`src/rtl/lnk_pkg.sv`:
```
package lnk_pkg;
  typedef enum logic {
    LNK_FAIL = 1'b0,
    LNK_PASS = 1'b1
  } lnkState_e;

  // control -> datapath strobes
  typedef struct packed {
    logic clearRun;
    logic countEn;
  } lnkCmd_t;

  // datapath -> control events
  typedef struct packed {
    logic pulseValid;
    logic pulseEarly;
    logic lossExpired;
    logic runFull;
  } lnkEvt_t;
endpackage

```
`src/rtl/lnk_pulse_gen.sv`:
```
module lnk_pulse_gen #(
  parameter int IDLE_PERIOD = 160000,
  parameter int PULSE_WIDTH = 1
) (
  input  logic clk,
  input  logic rstN,
  input  logic txActive,
  output logic linkPulseOut
);
  localparam int GAP_W = $clog2(IDLE_PERIOD);
  localparam int PW_W  = $clog2(PULSE_WIDTH + 1);
  localparam logic [GAP_W-1:0] GAP_LAST = GAP_W'(IDLE_PERIOD - 1);
  localparam logic [PW_W-1:0]  PW_INIT  = PW_W'(PULSE_WIDTH);

  logic [GAP_W-1:0] gapCnt;
  logic [PW_W-1:0]  widthCnt;

  always_ff @(posedge clk or negedge rstN) begin
    if (!rstN) begin
      gapCnt   <= '0;
      widthCnt <= '0;
    end else if (txActive) begin
      gapCnt   <= '0;
      widthCnt <= '0;
    end else if (gapCnt == GAP_LAST) begin
      gapCnt   <= '0;
      widthCnt <= PW_INIT;
    end else begin
      gapCnt <= gapCnt + 1'b1;
      if (widthCnt != '0) widthCnt <= widthCnt - 1'b1;
    end
  end

  assign linkPulseOut = (widthCnt != '0);


  tx_quiet_chk: assert property (@(posedge clk) disable iff (!rstN)
    $past(txActive) |-> !linkPulseOut);


  pulse_idle_start_chk: assert property (@(posedge clk) disable iff (!rstN)
    $rose(linkPulseOut) |-> $past(!txActive));
endmodule

```
`src/rtl/lnk_datapath.sv`:
```
module lnk_datapath
  import lnk_pkg::*;
#(
  parameter int LOSS_LIMIT  = 1000000,
  parameter int MIN_SPACING = 20000,
  parameter int PASS_RUN    = 3
) (
  input  logic    clk,
  input  logic    rstN,
  input  logic    pulseIn,
  input  logic    rxCarrier,
  input  lnkCmd_t cmd,
  output lnkEvt_t evt
);
  localparam int LOSS_W  = $clog2(LOSS_LIMIT);
  localparam int SPACE_W = $clog2(MIN_SPACING + 1);
  localparam int RUN_W   = $clog2(PASS_RUN + 1);
  localparam logic [LOSS_W-1:0]  LOSS_LAST = LOSS_W'(LOSS_LIMIT - 1);
  localparam logic [SPACE_W-1:0] SPACE_MAX = SPACE_W'(MIN_SPACING);
  localparam logic [RUN_W-1:0]   RUN_LAST  = RUN_W'(PASS_RUN - 1);

  logic [LOSS_W-1:0]  lossCnt;
  logic [SPACE_W-1:0] spaceCnt;
  logic [RUN_W-1:0]   runCnt;
  logic               restart;

  assign restart         = pulseIn | rxCarrier;
  assign evt.pulseValid  = pulseIn & (spaceCnt == SPACE_MAX);
  assign evt.pulseEarly  = pulseIn & (spaceCnt != SPACE_MAX);
  assign evt.lossExpired = !restart & (lossCnt == LOSS_LAST);
  assign evt.runFull     = (runCnt == RUN_LAST);

  // spacing since the previous received strobe, saturating
  always_ff @(posedge clk or negedge rstN) begin
    if (!rstN)                    spaceCnt <= SPACE_MAX;
    else if (pulseIn)             spaceCnt <= SPACE_W'(1);
    else if (spaceCnt != SPACE_MAX) spaceCnt <= spaceCnt + 1'b1;
  end

  // loss window
  always_ff @(posedge clk or negedge rstN) begin
    if (!rstN)                             lossCnt <= '0;
    else if (restart || evt.lossExpired)   lossCnt <= '0;
    else                                   lossCnt <= lossCnt + 1'b1;
  end

  // consecutive valid pulse run
  always_ff @(posedge clk or negedge rstN) begin
    if (!rstN)                                runCnt <= '0;
    else if (cmd.clearRun)                    runCnt <= '0;
    else if (cmd.countEn && evt.pulseValid)   runCnt <= runCnt + 1'b1;
  end


  run_bound_chk: assert property (@(posedge clk) disable iff (!rstN)
    runCnt < RUN_W'(PASS_RUN));


  back_to_back_early_chk: assert property (@(posedge clk) disable iff (!rstN)
    (pulseIn && $past(pulseIn)) |-> evt.pulseEarly);
endmodule

```
`src/rtl/lnk_ctrl.sv`:
```
module lnk_ctrl
  import lnk_pkg::*;
(
  input  logic    clk,
  input  logic    rstN,
  input  logic    rxCarrier,
  input  logic    monitorOff,
  input  lnkEvt_t evt,
  output lnkCmd_t cmd,
  output logic    linkOk,
  output logic    pathOn
);
  lnkState_e state, nextState;

  always_comb begin
    nextState = state;
    case (state)
      LNK_FAIL: if (rxCarrier || (evt.pulseValid && evt.runFull)) nextState = LNK_PASS;
      LNK_PASS: if (evt.lossExpired) nextState = LNK_FAIL;
      default:  nextState = LNK_FAIL;
    endcase
  end

  always_ff @(posedge clk or negedge rstN) begin
    if (!rstN) state <= LNK_FAIL;
    else       state <= nextState;
  end

  assign cmd.countEn  = (state == LNK_FAIL);
  assign cmd.clearRun = (nextState != state) ||
                        ((state == LNK_FAIL) && (evt.pulseEarly || evt.lossExpired));
  assign linkOk = (state == LNK_PASS);
  assign pathOn = linkOk | monitorOff;


  fail_cause_chk: assert property (@(posedge clk) disable iff (!rstN)
    $fell(linkOk) |-> $past(evt.lossExpired));


  pass_cause_chk: assert property (@(posedge clk) disable iff (!rstN)
    $rose(linkOk) |-> $past(rxCarrier || (evt.pulseValid && evt.runFull)));
endmodule

```
`src/rtl/lnk_integrity.sv`:
```
module lnk_integrity
  import lnk_pkg::*;
#(
  parameter int IDLE_PERIOD = 160000,
  parameter int PULSE_WIDTH = 1,
  parameter int LOSS_LIMIT  = 1000000,
  parameter int MIN_SPACING = 20000,
  parameter int PASS_RUN    = 3
) (
  input  logic clk,
  input  logic rstN,
  input  logic txActive,
  input  logic rxCarrier,
  input  logic pulseIn,
  input  logic monitorOff,
  output logic linkPulseOut,
  output logic linkOk,
  output logic txEnable,
  output logic rxEnable,
  output logic colEnable,
  output logic rxStatus
);
  lnkCmd_t cmd;
  lnkEvt_t evt;
  logic    pathOn;

  lnk_pulse_gen #(.IDLE_PERIOD(IDLE_PERIOD), .PULSE_WIDTH(PULSE_WIDTH)) gen_i (
    .clk(clk), .rstN(rstN), .txActive(txActive), .linkPulseOut(linkPulseOut));

  lnk_datapath #(.LOSS_LIMIT(LOSS_LIMIT), .MIN_SPACING(MIN_SPACING), .PASS_RUN(PASS_RUN)) dp_i (
    .clk(clk), .rstN(rstN), .pulseIn(pulseIn), .rxCarrier(rxCarrier), .cmd(cmd), .evt(evt));

  lnk_ctrl ctrl_i (
    .clk(clk), .rstN(rstN), .rxCarrier(rxCarrier), .monitorOff(monitorOff),
    .evt(evt), .cmd(cmd), .linkOk(linkOk), .pathOn(pathOn));

  assign txEnable  = pathOn;
  assign rxEnable  = pathOn;
  assign colEnable = pathOn;
  assign rxStatus  = rxCarrier & pathOn;


  rx_status_gate_chk: assert property (@(posedge clk) disable iff (!rstN)
    (!linkOk && !monitorOff) |-> !rxStatus);
endmodule

```
`config.mk`:
```
export PLATFORM = sky130hd
export DESIGN_NAME = lnk_integrity
export DESIGN_NICKNAME = d
export VERILOG_FILES = /design/src/rtl/lnk_pkg.sv /design/src/rtl/lnk_pulse_gen.sv /design/src/rtl/lnk_datapath.sv /design/src/rtl/lnk_ctrl.sv /design/src/rtl/lnk_integrity.sv
export SDC_FILE = /design/constraint.sdc
export NUM_CORES = 1
export LEC_CHECK = 0
export BUFFER_PORTS_ARGS = -buffer_cell sky130_fd_sc_hd__clkbuf_2
export CORE_ASPECT_RATIO = 1.25
export CORE_MARGIN = 4
export CORE_UTILIZATION = 55
export DETAILED_ROUTE_END_ITERATION = 12
export GPL_TIMING_DRIVEN = 0
export PLACE_DENSITY = 0.72
export RECOVER_POWER = 50
export SYNTH_ARGS = -nofsm -noshare
export SYNTH_HDL_FRONTEND = slang
export SYNTH_SLANG_ARGS = --single-unit
```
`constraint.sdc`:
```
create_clock -name clk -period 3.19 [get_ports clk]
set_input_delay 0.1595 -clock clk [delete_from_list [all_inputs] [get_ports clk]]
set_output_delay 0.1595 -clock clk [all_outputs]
set_load 0.005 [all_outputs]
```
-- After elaboration in Yosys (flattened, before gate mapping)
Cells that the tools add are included.
- register bits after elaboration: 57
- input bits: 6
- memories: 0
- output and inout bits: 6
- bits in read-only memories: 0
- word-level logic and storage cells: 47
- bits in latches: 0
- bits in writable memories: 0
- add/sub/neg operators: 5
- reduce and logical (&&, ||, !) cells: 10
- $mul: 0
- equality and inequality tests: 6
- divide/modulo/power cells: 0
- muxes and demuxes: 13
- shift-type cells: 0
- bitwise gates (word level): 7
- magnitude comparators: 0
- operators by type and width (kind ; number):
    18-bit two-way mux ; 2
    15-bit two-way mux ; 2
    20-bit by 1-bit adder with 20-bit output (second input constant) ; 1
    20-bit == test (second input constant) ; 1
    20-bit two-way mux ; 1
    18-bit by 1-bit adder with 18-bit output (second input constant) ; 1
    18-bit == test (second input constant) ; 1
    15-bit by 1-bit adder with 15-bit output (second input constant) ; 1
    15-bit == test (second input constant) ; 1
    15-bit != test (second input constant) ; 1
    1-bit two-way mux ; 5
    1-bit AND ; 4
    1-bit logical OR ; 4
    2-bit two-way mux ; 2
    2-bit nonzero test ; 2
    1-bit logical AND ; 3
    2-bit by 1-bit adder with 2-bit output (second input constant) ; 1
    2-bit == test (second input constant) ; 1
    1-bit OR ; 2
    1-bit one-hot mux with 2 select lines ; 1
    1-bit zero test ; 1
    1-bit != test ; 1
    1-bit NOT ; 1
    1-bit subtractor (second input constant) ; 1

-- Longest topological paths before layout
- word-level depth: 9
- depth in mapped cells: 7
- mapped depth without buffers: 6

-- Modules after synthesis
Synthesis repeated with hierarchy kept, for this count alone.
- cells, all modules: 307
- area total of the unflattened synthesis: 2944.1 um^2
- by module, submodules not included (module ; area an instance (um^2) ; seq. area each (um^2) ; times used ; cells an instance):
    lnk_datapath ; 1918.1 ; 932.1 ; 1 ; 203
    lnk_pulse_gen ; 937.1 ; 475.5 ; 1 ; 94
    lnk_ctrl ; 67.6 ; 25.0 ; 1 ; 7
    lnk_integrity ; 21.3 ; 0.0 ; 1 ; 3

-- Worst setup path before layout
No wires, ideal clock.
- path type: register -> register
- start point: register dp_i.spaceCnt[0]
- end point: register dp_i.runCnt[1]
- period minus slack after synthesis: 1.891 ns
- setup time: 0.136 ns
- slack: 1.299 ns
- path buffers: 0
- cell stages (with the launch flop): 7
- arrival time: 1.755 ns
- data required time: 3.054 ns
- path through: dfrtp_1 inv_1 ha_1 or4bb_1 nor4_4 a32o_2 nor3_1
- word-level cells in the longest chain between the ends: 9
- elaborated cells between the ends (all ways): 15
- those cells by class: eq/ne: 3; mux: 3; bitwise: 2; reduce/logical: 7
- RTL lines (element ; RTL line ; RTL):
    from (decl) ; lnk_datapath.sv:23 ; logic [SPACE_W-1:0] spaceCnt;
    from (signal assigned) ; lnk_datapath.sv:37 ; else if (spaceCnt != SPACE_MAX) spaceCnt <= spaceCnt + 1'b1;
    15-bit == test ; lnk_datapath.sv:28 ; assign evt.pulseValid = pulseIn & (spaceCnt == SPACE_MAX);
    1-bit AND ; lnk_datapath.sv:28 ;
    1-bit logical AND ; lnk_ctrl.sv:18 ; LNK_FAIL: if (rxCarrier || (evt.pulseValid && evt.runFull)) nextState = LNK_PASS;
    1-bit logical OR ; lnk_ctrl.sv:18 ;
    1-bit two-way mux ; lnk_ctrl.sv:18 ;
    1-bit one-hot mux with 2 select lines ; lnk_ctrl.sv:17 ; case (state)
    1-bit != test ; lnk_ctrl.sv:30 ; assign cmd.clearRun = (nextState != state) ||
    1-bit logical OR ; lnk_ctrl.sv:30 ;
    2-bit two-way mux or 2-bit nonzero test (tied branches) ; n/a ;
    to (signal assigned) ; lnk_datapath.sv:51 ; else if (cmd.countEn && evt.pulseValid) runCnt <= runCnt + 1'b1;
    to (decl) ; lnk_datapath.sv:24 ; logic [RUN_W-1:0] runCnt;
Parallel ways exist; a longest one is shown, timed or not.
A chain may end at the register's enable or synchronous reset.

-- Worst setup path after layout
- start point: register dp_i.spaceCnt[0]
- end point: register ctrl_i.state (netlist: ctrl_i.linkOk)
- word-level cells in the longest chain between the ends: 6
- RTL lines (element ; RTL line ; RTL):
    15-bit == test ; lnk_datapath.sv:28 ;
    1-bit AND ; lnk_datapath.sv:28 ;
    1-bit logical AND ; lnk_ctrl.sv:18 ;
    1-bit logical OR ; lnk_ctrl.sv:18 ;
    1-bit two-way mux ; lnk_ctrl.sv:18 ;
    1-bit one-hot mux with 2 select lines ; lnk_ctrl.sv:17 ;
    via ctrl_i.nextState ; lnk_ctrl.sv:13 ; lnkState_e state, nextState;
    to (signal assigned) ; lnk_ctrl.sv:26 ; else state <= nextState;
    to (decl) ; lnk_ctrl.sv:13 ;
The timed path passes the listed nets, and every way through them passes these cells.

==> reports/qor.csv <==
metric,value,unit
grt_first_pass_wirelength,9450,microns
htreeDepth,3,
startpoint_type,register,
yosys.area.top_type,dfrtp_1,
min_period_over_period,65.6,%
slew_violations,0,
die_h,89.6,microns
cts.repair.resized,0,
antenna_cells,0,
core,5120,sq um
stdcell_area,3280,sq um
period_minus_slack,2.09,ns
syn_nets,313,
nets,335,
power_density,457,nW/um^2
postRouteAntennaNets,0,
fill_cells,427,
track_usage,18.8,%
finalSetupViolCount,0,
synth_seq_cells,57,
yosysSeqAreaShare,48.8,%
ys_types,46,
hold_viol,0,
leakagePower,1.30,nW
worstMarginPinSlew,1.36,ns
rsz0062_at_grt,no,
maxCapViolations,0,
numCtsBuffers,9,
ios,12,
clk_latency,0.33,ns
synth_commonest_cells,"dfrtp_1, nor2_1, xnor2_1",
cp_cell_sequence,"inv_1, ha_1, or4bb_1, nor4_4, a32o_2, o21bai_1",
syn2layout_area_growth,11.7,%
vias,2219,
row_count,29,
cp_data_required_time,3.44,ns
via_per_inst,5.68,
path_delay_family,simple AND/OR/NAND/NOR gates,
status,completed,
gp_congestion,0.791,
crit_fanout,7,
place_hpwl,3600,microns
netlist_area,2930,sq um
synth_top_cell_area_share,44.4,%
initial_core_util,57.3,%
ir_drop,0.334,mV
fin_setup_tns,0,ns
fin_util,64.0,%
cts_setup_buffers,0,
synth_area_leaders,"dfrtp_1, xnor2_1, nor2_1",
holdWs,0.0258,ns
final_layout_size_suffix_gt1_share,14.9,%
seqCellArea,1430,sq um
slowest_delay,0.49,ns
cts.path.max_buffers,2,
wl,5330,microns
cts.clk_slew.worst_paths,0.06,ns
crit_path_top_delay_cell,nor4_4,
cts_hold_buffers,1,
ys_async_sr_fraction,100,%
cts_sinks,57,
synth_cells,302,
synth_warnings,0,
multi_input_area,1400,sq um
r2r_setup_slack,1.10,ns
drtIter0Drc,63,
ys.flop_type,dfrtp_1,
grt_max_degree,58,
synth_most_common_cell,dfrtp_1,
wl_per_cell,13.6,microns
numPortBuffers,10,
dieArea,6570,sq um
crit_buf_inv,1,
hold_path.class,input pin to register,
root_buffer,clkbuf_8,
cts_tree,yes,
drt_first_pass_iters,4,
fmax,478,MHz
synth_edf_count,0,
postPlaceCellArea,3060,sq um
cp-end-kind,register,
antenna_found_initial,0,
drc,0,
fp.dieW,73.3,microns
p_total,0.00150,W
syn_area_per_cell,9.71,sq um
worst_ep_arrival_time,2.34,ns
clock_skew,0.00556,ns
slew_headroom,9.60,%
crit_type,register to register,
grt_remaining_overflow,0,
grt_pass1_vias,2182,
-- routing by layer --
layer / part of all wire, % / vias up / global-route usage, %
li1: - / 1113 / -
met1: 44 / 1073 / 21.5
met2: 51 / 23 / 31.9
met3: 3.3 / 10 / 5.35
met4: 2.0 / 0 / 9.56
met5: 0 / - / 0
-- flip-flops by register name, summed over array words and instances (netlist names) --
name and cells:
ctrl_i.linkOk 1, dp_i.spaceCnt 15, gen_i.linkPulseOut 1, gen_i.gapCnt 18, dp_i.lossCnt 20, dp_i.runCnt 2
-- worst register-to-register path, delay by kind of cell (launching register included) --
kind,cells,cell delay [ns]
AO/OA/AOI/OAI,2,0.42
adder cells (fa/ha/maj),1,0.14
buffers and inverters,1,0.11
flip-flops,1,0.41
AND/OR/NAND/NOR,2,0.95
-- metrics by stage --
stage          instances  setup WS [ns]
2_1_floorplan        302           1.30
3_3_place_gp         374           1.13
3_5_place_dp         374           1.09
4_1_cts              391           1.08
5_1_grt              391          0.938
6_report             391           1.10
-- logic make-up (layout without fill, tap and decap cells) --
| logic type | count (synthesis) | count (layout) | synth area share [%] |
|---|---|---|---|
| muxes | 1 | 1 | 0.341 |
| and+or+nand+nor | 147 | 147 | 27.9 |
| AOI/OAI and AO/OA | 34 | 34 | 7.08 |
| buffers and inverters | 24 | 51 | 3.50 |
| xor gates and xnor gates | 34 | 34 | 10.2 |
| adders and majority gates | 5 | 5 | 2.13 |
| DFF | 57 | 57 | 48.8 |
-- final timing paths --
path	endpoint	cells past startpoint	from
hold reg to reg	gen_i.gapCnt[0]$_DFF_PN0_	1	gen_i.gapCnt[0]$_DFF_PN0_
setup / recovery	ctrl_i.linkOk$_DFF_PN0_	6	dp_i.spaceCnt[0]$_DFFE_PN0P_
setup reg to reg	ctrl_i.linkOk$_DFF_PN0_	6	dp_i.spaceCnt[0]$_DFFE_PN0P_
hold / removal	gen_i.linkPulseOut$_DFF_PN0_	2	txActive
max in group asynchronous	gen_i.linkPulseOut$_DFF_PN0_	2	rstN
min in group asynchronous	gen_i.gapCnt[14]$_DFF_PN0_	2	rstN
-- power by group --
| group | total [W] | switching [W] | internal, W |
|---|---|---|---|
| Clock | 0.000695 | 0.000271 | 0.000424 |
| Sequential | 0.000743 | 0.0000105 | 0.000733 |
| Combinational | 0.0000607 | 0.0000402 | 0.0000205 |
-- layout make-up --
cell class                 count  area share, %
timing repair buffer          11           1.79
tap                           62           2.37
inverter                      15           1.72
multi-input combinational    221           42.6
sequential                    57           43.7
buffer                         9           1.41
clock buffer                  14           5.27
clock inverter                 2           1.07
-- placed cells by master (no fill, tap or decap), types with 2 or more instances in the layout --
master	count
xnor2_1	23
a21oi_1	12
nand3_1	18
inv_1	15
clkbuf_1	6
or4bb_1	2
nand4_1	10
o21ai_0	11
nand2_1	18
nor3_1	8
nand2b_1	2
o31ai_1	3
nor2_1	45
ha_1	5
and3_1	2
xor2_1	11
dfstp_2	5
a21oi_2	2
clkbuf_8	12
buf_2	4
clkbuf_2	9
or3_1	10
dfrtp_1	52
nor4_1	10
or4_1	4
and2_1	3
buf_4	2
and4_1	2
Note: power is estimated with default switching activity, not from simulation.
